File: src/rtl/slave_timer_pkg.sv
package slave_timer_pkg;

  typedef enum logic [2:0] {
    SM_FREE   = 3'd0,
    SM_ENC_B  = 3'd1,
    SM_ENC_A  = 3'd2,
    SM_ENC_AB = 3'd3,
    SM_RESET  = 3'd4,
    SM_GATED  = 3'd5,
    SM_TRIG   = 3'd6,
    SM_XCLK   = 3'd7
  } slave_mode_e;

  // Fixed trigger candidates besides the internal ones
  localparam int unsigned FIXED_SRC = 4;

  function automatic logic is_encoder(input slave_mode_e m);
    return (m == SM_ENC_A) || (m == SM_ENC_B) || (m == SM_ENC_AB);
  endfunction

endpackage

File: src/rtl/slave_timer_sel.sv
module slave_timer_sel
  import slave_timer_pkg::*;
#(
  parameter int unsigned NUM_ITR = 4,
  localparam int unsigned NUM_SRC = NUM_ITR + FIXED_SRC,
  localparam int unsigned SEL_W   = $clog2(NUM_SRC)
) (
  input  logic               clk,
  input  logic               rst_n,
  input  logic [SEL_W-1:0]   tsel,
  input  logic [NUM_ITR-1:0] itr,
  input  logic               ch1_edge,
  input  logic               ch1_filt,
  input  logic               ch2_filt,
  input  logic               ext_filt,
  output logic               trg_lvl,
  output logic               trg_rise,
  output logic               ext_rise,
  output logic               a_chg,
  output logic               b_chg
);

  localparam int unsigned NOBS = 4;

  logic [NUM_SRC-1:0] src;
  logic [NOBS-1:0]    obs, obs_q, rise, chg;

  assign src = {ext_filt, ch2_filt, ch1_filt, ch1_edge, itr};

  always_comb begin
    trg_lvl = src[tsel];
  end

  // Observed lines: 0 selected trigger, 1 external, 2 channel 1, 3 channel 2
  assign obs = {ch2_filt, ch1_filt, ext_filt, trg_lvl};

  always_ff @(posedge clk or negedge rst_n) begin
    if (!rst_n) obs_q <= '0;
    else        obs_q <= obs;
  end

  for (genvar g = 0; g < NOBS; g++) begin : g_edge
    assign rise[g] = obs[g] & ~obs_q[g];
    assign chg[g]  = obs[g] ^ obs_q[g];
  end

  assign trg_rise = rise[0];
  assign ext_rise = rise[1];
  assign a_chg    = chg[2];
  assign b_chg    = chg[3];

endmodule

File: src/rtl/slave_timer_slave.sv
module slave_timer_slave
  import slave_timer_pkg::*;
(
  input  logic       clk,
  input  logic       rst_n,
  input  logic [2:0] mode,
  input  logic       xclk2_en,
  input  logic       sw_start,
  input  logic       sw_stop,
  input  logic       trg_lvl,
  input  logic       trg_rise,
  input  logic       ext_rise,
  input  logic       a_chg,
  input  logic       b_chg,
  input  logic       a_lvl,
  input  logic       b_lvl,
  output logic       tick,
  output logic       clear,
  output logic       enc_step,
  output logic       enc_up,
  output logic       running
);

  slave_mode_e m;
  logic        enc, base, run_q, run_d, run_ce, step_a, step_b;

  assign m   = slave_mode_e'(mode);
  assign enc = is_encoder(m);

  // Counting source before gating
  assign base = xclk2_en ? ext_rise : 1'b1;

  always_comb begin
    tick  = 1'b0;
    clear = 1'b0;
    case (m)
      SM_XCLK:  tick = run_q & trg_rise;
      SM_GATED: tick = run_q & base & trg_lvl;
      SM_RESET: begin
        tick  = run_q & base;
        clear = trg_rise;
      end
      SM_ENC_A, SM_ENC_B, SM_ENC_AB: tick = 1'b0;
      default:  tick = run_q & base;
    endcase
  end

  // Quadrature stepping: simultaneous changes are discarded
  assign step_a   = a_chg & ~b_chg & ((m == SM_ENC_A) | (m == SM_ENC_AB));
  assign step_b   = b_chg & ~a_chg & ((m == SM_ENC_B) | (m == SM_ENC_AB));
  assign enc_step = step_a | step_b;
  assign enc_up   = step_a ? (a_lvl ^ b_lvl) : ~(a_lvl ^ b_lvl);

  always_comb begin
    run_d  = run_q;
    run_ce = 1'b0;
    if (!enc) begin
      if (sw_stop) begin
        run_d  = 1'b0;
        run_ce = 1'b1;
      end else if (sw_start || (m == SM_TRIG && trg_rise)) begin
        run_d  = 1'b1;
        run_ce = 1'b1;
      end
    end
  end

  always_ff @(posedge clk or negedge rst_n) begin
    if (!rst_n)      run_q <= 1'b0;
    else if (run_ce) run_q <= run_d;
  end

  assign running = run_q;

endmodule

File: src/rtl/slave_timer_core.sv
module slave_timer_core #(
  parameter int unsigned CNT_W = 16,
  parameter int unsigned PSC_W = 16
) (
  input  logic             clk,
  input  logic             rst_n,
  input  logic [PSC_W-1:0] presc,
  input  logic [CNT_W-1:0] reload,
  input  logic             irq_en,
  input  logic             tick,
  input  logic             clear,
  input  logic             enc_step,
  input  logic             enc_up,
  output logic [CNT_W-1:0] count,
  output logic             update,
  output logic             irq
);

  logic [CNT_W-1:0] cnt_q, cnt_d;
  logic [PSC_W-1:0] pre_q, pre_d;
  logic             upd_q, upd_d, irq_q, irq_d, ce;
  logic             top_hit, zero_hit;

  assign top_hit  = (cnt_q >= reload);
  assign zero_hit = (cnt_q == '0);
  assign ce       = clear | enc_step | tick;

  always_comb begin
    cnt_d = cnt_q;
    pre_d = pre_q;
    upd_d = 1'b0;
    if (clear) begin
      cnt_d = '0;
      pre_d = '0;
    end else if (enc_step) begin
      if (enc_up) begin
        if (top_hit) begin
          cnt_d = '0;
          upd_d = 1'b1;
        end else begin
          cnt_d = cnt_q + 1'b1;
        end
      end else begin
        if (zero_hit) begin
          cnt_d = reload;
          upd_d = 1'b1;
        end else begin
          cnt_d = cnt_q - 1'b1;
        end
      end
    end else if (tick) begin
      if (pre_q >= presc) begin
        pre_d = '0;
        if (top_hit) begin
          cnt_d = '0;
          upd_d = 1'b1;
        end else begin
          cnt_d = cnt_q + 1'b1;
        end
      end else begin
        pre_d = pre_q + 1'b1;
      end
    end
    irq_d = upd_d & irq_en;
  end

  always_ff @(posedge clk or negedge rst_n) begin
    if (!rst_n) begin
      cnt_q <= '0;
      pre_q <= '0;
    end else if (ce) begin
      cnt_q <= cnt_d;
      pre_q <= pre_d;
    end
  end

  always_ff @(posedge clk or negedge rst_n) begin
    if (!rst_n) begin
      upd_q <= 1'b0;
      irq_q <= 1'b0;
    end else begin
      upd_q <= upd_d;
      irq_q <= irq_d;
    end
  end

  assign count  = cnt_q;
  assign update = upd_q;
  assign irq    = irq_q;

endmodule

File: src/rtl/slave_timer.sv
module slave_timer #(
  parameter int unsigned CNT_W   = 16,
  parameter int unsigned PSC_W   = 16,
  parameter int unsigned NUM_ITR = 4,
  localparam int unsigned SEL_W  = $clog2(NUM_ITR + 4)
) (
  input  logic               clk,
  input  logic               rst_n,
  input  logic [2:0]         mode,
  input  logic [SEL_W-1:0]   tsel,
  input  logic               xclk2_en,
  input  logic               irq_en,
  input  logic               sw_start,
  input  logic               sw_stop,
  input  logic [PSC_W-1:0]   presc,
  input  logic [CNT_W-1:0]   reload,
  input  logic [NUM_ITR-1:0] itr,
  input  logic               ch1_edge,
  input  logic               ch1_filt,
  input  logic               ch2_filt,
  input  logic               ext_filt,
  output logic [CNT_W-1:0]   count,
  output logic               update,
  output logic               irq,
  output logic               running
);

  logic [1:0] rst_pipe;
  logic       rst_sync_n;
  logic       trg_lvl, trg_rise, ext_rise, a_chg, b_chg;
  logic       tick, clear, enc_step, enc_up;

  // Asynchronous assert, synchronous release
  always_ff @(posedge clk or negedge rst_n) begin
    if (!rst_n) rst_pipe <= 2'b00;
    else        rst_pipe <= {rst_pipe[0], 1'b1};
  end
  assign rst_sync_n = rst_pipe[1];

  slave_timer_sel #(.NUM_ITR(NUM_ITR)) u_sel (
    .clk      (clk),
    .rst_n    (rst_sync_n),
    .tsel     (tsel),
    .itr      (itr),
    .ch1_edge (ch1_edge),
    .ch1_filt (ch1_filt),
    .ch2_filt (ch2_filt),
    .ext_filt (ext_filt),
    .trg_lvl  (trg_lvl),
    .trg_rise (trg_rise),
    .ext_rise (ext_rise),
    .a_chg    (a_chg),
    .b_chg    (b_chg)
  );

  slave_timer_slave u_slave (
    .clk      (clk),
    .rst_n    (rst_sync_n),
    .mode     (mode),
    .xclk2_en (xclk2_en),
    .sw_start (sw_start),
    .sw_stop  (sw_stop),
    .trg_lvl  (trg_lvl),
    .trg_rise (trg_rise),
    .ext_rise (ext_rise),
    .a_chg    (a_chg),
    .b_chg    (b_chg),
    .a_lvl    (ch1_filt),
    .b_lvl    (ch2_filt),
    .tick     (tick),
    .clear    (clear),
    .enc_step (enc_step),
    .enc_up   (enc_up),
    .running  (running)
  );

  slave_timer_core #(.CNT_W(CNT_W), .PSC_W(PSC_W)) u_core (
    .clk      (clk),
    .rst_n    (rst_sync_n),
    .presc    (presc),
    .reload   (reload),
    .irq_en   (irq_en),
    .tick     (tick),
    .clear    (clear),
    .enc_step (enc_step),
    .enc_up   (enc_up),
    .count    (count),
    .update   (update),
    .irq      (irq)
  );

endmodule

File: config.mk
export PLATFORM = sky130hd
export DESIGN_NAME = slave_timer
export DESIGN_NICKNAME = d
export VERILOG_FILES = /design/src/rtl/slave_timer_pkg.sv /design/src/rtl/slave_timer_sel.sv /design/src/rtl/slave_timer_slave.sv /design/src/rtl/slave_timer_core.sv /design/src/rtl/slave_timer.sv
export SDC_FILE = /design/constraint.sdc
export NUM_CORES = 1
export LEC_CHECK = 0
export ABC_AREA = 1
export BUFFER_PORTS_ARGS = -buffer_cell sky130_fd_sc_hd__buf_4
export CAP_MARGIN = 10
export CORE_MARGIN = 3
export CORE_UTILIZATION = 25
export CTS_CLUSTER_SIZE = 14
export DETAILED_ROUTE_END_ITERATION = 10
export PLACE_DENSITY = 0.47
export SETUP_SLACK_MARGIN = 0.1
export SKIP_CTS_REPAIR_TIMING = 1
export SYNTH_ARGS = -nofsm -noshare
export SYNTH_HDL_FRONTEND = slang
export SYNTH_SLANG_ARGS = --single-unit
File: constraint.sdc
create_clock -name clk -period 1.3 [get_ports clk]
set_clock_uncertainty 0.1 [all_clocks]
set_input_delay 0.13 -clock clk [delete_from_list [all_inputs] [get_ports clk]]
set_output_delay 0.13 -clock clk [all_outputs]
set_load 0.02 [all_outputs]
==> flow_summary.toml <==
[routing]
topRoutingLayerUsed = "met4"
vias_per_cell = 4.45
drt_first_iter_violations = 245
dr_wl_met3_microns = 644
wl_microns = 15900
drc_errors = 0
met2WireLength_microns = 7610
wl_per_cell_microns = 13.7
dr.pass1.iters = 5
antenna_left = 0
wl_met1_microns = 7510
vias = 5160

[clocking]
clockRootBuffer = "clkbuf_16"
clockBufferDepth = 2
cts_tree = "yes"
cts_made_buffers = 5
clk_pin_slew_ns = 0.07
cts_sinks = 41
worstSkewPairLatency_ns = 0.30
htreeDepth = 2

[worst_setup_path]
arrival_ns = 2.18
cp-start-kind = "flop"
crit_start = "u_core.count[15]"
cp.required_ns = 1.44
r2r_slack_ns = -0.74
worstSetupEndpoint = "u_core.irq"
path_class = "flop to flop"
end_kind = "flop"
crit_path_top_delay_cell = "dfrtp_2"
timing.rr.start = "u_core.count[15]"
crit_fanout = 4
timing.rr.end = "u_core.irq"
r2r.worst_path.cells = 12
critical_path.max_stage_delay_ns = 0.43
crit_chain = "ha_4 > nand2_2 > inv_2 > nand3_4 > nor2_4 > nand3_2 > nand3_4 > clkbuf_16 > inv_4 > nor2_4 > nand3_2 > a21oi_2"

[power]
ir_drop_uv = 1070
power.density_nw_per_um2 = 1460
cellLeakagePower_nw = 3.89

[floorplanning]
io_pins = 71
initial_core_util = 0.258
rows = 48
die_h_microns = 140
dieWidth_microns = 140
dieArea_sq_um = 19700
coreArea_sq_um = 17500

[timing]
max_freq_mhz = 490
finalHoldViolations = 0
setup_slack_ns = -0.740
fin_crit_sh = 1.57
period_needed_ns = 2.04
tns_ns = -21.75
finalMaxSlewViolations = 0
rsz0062_at_grt = "yes"
finalSetupViolCount = 37

[final_layout]
diodes = 0
num-nets-final = 1021
layout_common_cells = "175 x buf_4, 158 x nand2_1, 90 x nor2_1"
fin_cells = 1159
final_common_cell = "buf_4"
fin_area_sq_um = 7650
n_fill_cell = 1826
drive_gt1_frac = 0.434
syn_to_final_growth_pct = 69.5

[synth]
synth_top_area_share = 0.227
synth_seq_area_share = 0.227
synth_area_sq_um = 4510
syn_avg_cell_area_sq_um = 6.34
synth.area.top_cells = "dfrtp_1 23%, nand2_1 15%, ha_1 10%"
syn_nets = 800
syn_inst = 712
yosys.cell_types.count = 36
yosysTopAreaCell = "dfrtp_1"
ys_seq_elements = 41
yosys_warnings = 0

[grt]
antenna_found_initial = 0
grt_max_degree = 33
grt_use_total = 0.150
grt_first_pass_wirelength_microns = 24400
grt_pass1_vias = 4918
gr-total-overflow = 0

[placement]
placed_area_sq_um = 6490
place_inst = 1129
gp_congestion = 0.809
dp_hpwl_microns = 11500
port_buffers = 70

[run_status]
outcome = "complete, but fails checks"
violations = "negative setup slack"

[job]
cap_violations = 0

[hold_path]
hold_class = "flop to async pin"
==> Yosys cell counts, drive strengths merged <==
cell and n:
nand3b 10, nand4 10, o21bai 1, o21a 1, nor3 13, ha 36, a21oi 24, o31ai 1
a31o 1, clkinv 1, a22oi 1, dfrtp 41, buf 23, a21o 1, nor2 123, xor2 20
o21ai 20, nand2 191, conb 1, inv 99, nand3 86, xnor2 8
==> cell families after synthesis <==
family	synth area share
buf+inv	0.126
xor+xnor	0.0543
fa+ha+maj	0.0998
compound gates	0.0591
simple gates	0.433
flops	0.227
other cells	0.000831
==> worst max-delay path: cells and delay by family (launching register included) <==
family	cells	cell delay (ns)
AOI/OAI and AO/OA	1	0.13
adders and majority gates	1	0.28
buffers and inverters	3	0.28
DFF	1	0.43
and+or+nand+nor	7	0.75
==> layer usage <==
layer	vias up	track usage
met4	0	0.0347
met3	14	0.0270
met2	96	0.242
met1	2358	0.210
li1	2692	-
met5	-	0
==> stage by stage <==
stage	util	total power [mW]	setup WS (ns)	hold WS (ns)
after floorplan	-	5.36	-0.595	-0.266
final	0.438	11.2	-0.740	0.0250
after global routing	0.438	12.1	-0.848	0.0443
after CTS	0.381	9.58	-0.805	-0.510
after global placement	0.372	8.02	-0.786	-0.185
after detailed placement	0.372	7.98	-0.800	-0.184
==> area by class of cell <==
cell class,count,area [sq um],area share
clock buffers,7,143,0.0186
clock inverters,1,30.0,0.00393
inverters,100,388,0.0507
multi-input cells,549,3600,0.470
flip-flops and latches,41,1050,0.137
well taps,225,282,0.0368
repair buffers,236,2160,0.283
==> registers in the layout, indices dropped and copies added, names as in the netlist <==
register	flops
u_core.pre_q	16
u_sel.obs_q	4
rst_pipe	2
u_slave.running	1
u_core.update	1
u_core.count	16
u_core.irq	1
==> how the worst min path moves through the flow <==
stage / from / endpoint / slack, ns / cells past startpoint
final: rst_pipe[1] / u_core.count[9] / 0.03 / 0
after global routing: rst_pipe[1] / u_core.count[9] / 0.04 / 0
after CTS: rst_n / rst_pipe[1] / -0.51 / 1
after detailed placement: rst_n / rst_pipe[0] / -0.18 / 1
after global placement: rst_n / rst_pipe[0] / -0.19 / 1
after floorplan: rst_n / rst_pipe[0] / -0.27 / 0
==> report_power, final <==
group / total (mW) / leakage, nW / internal (mW) / switching (mW)
sequential: 1.83 / 0.517 / 1.54 / 0.292
clock: 1.54 / 0.0841 / 0.962 / 0.578
combinational: 7.78 / 3.29 / 3.79 / 4.00
No activity file was read; power rests on OpenSTA's default activity.
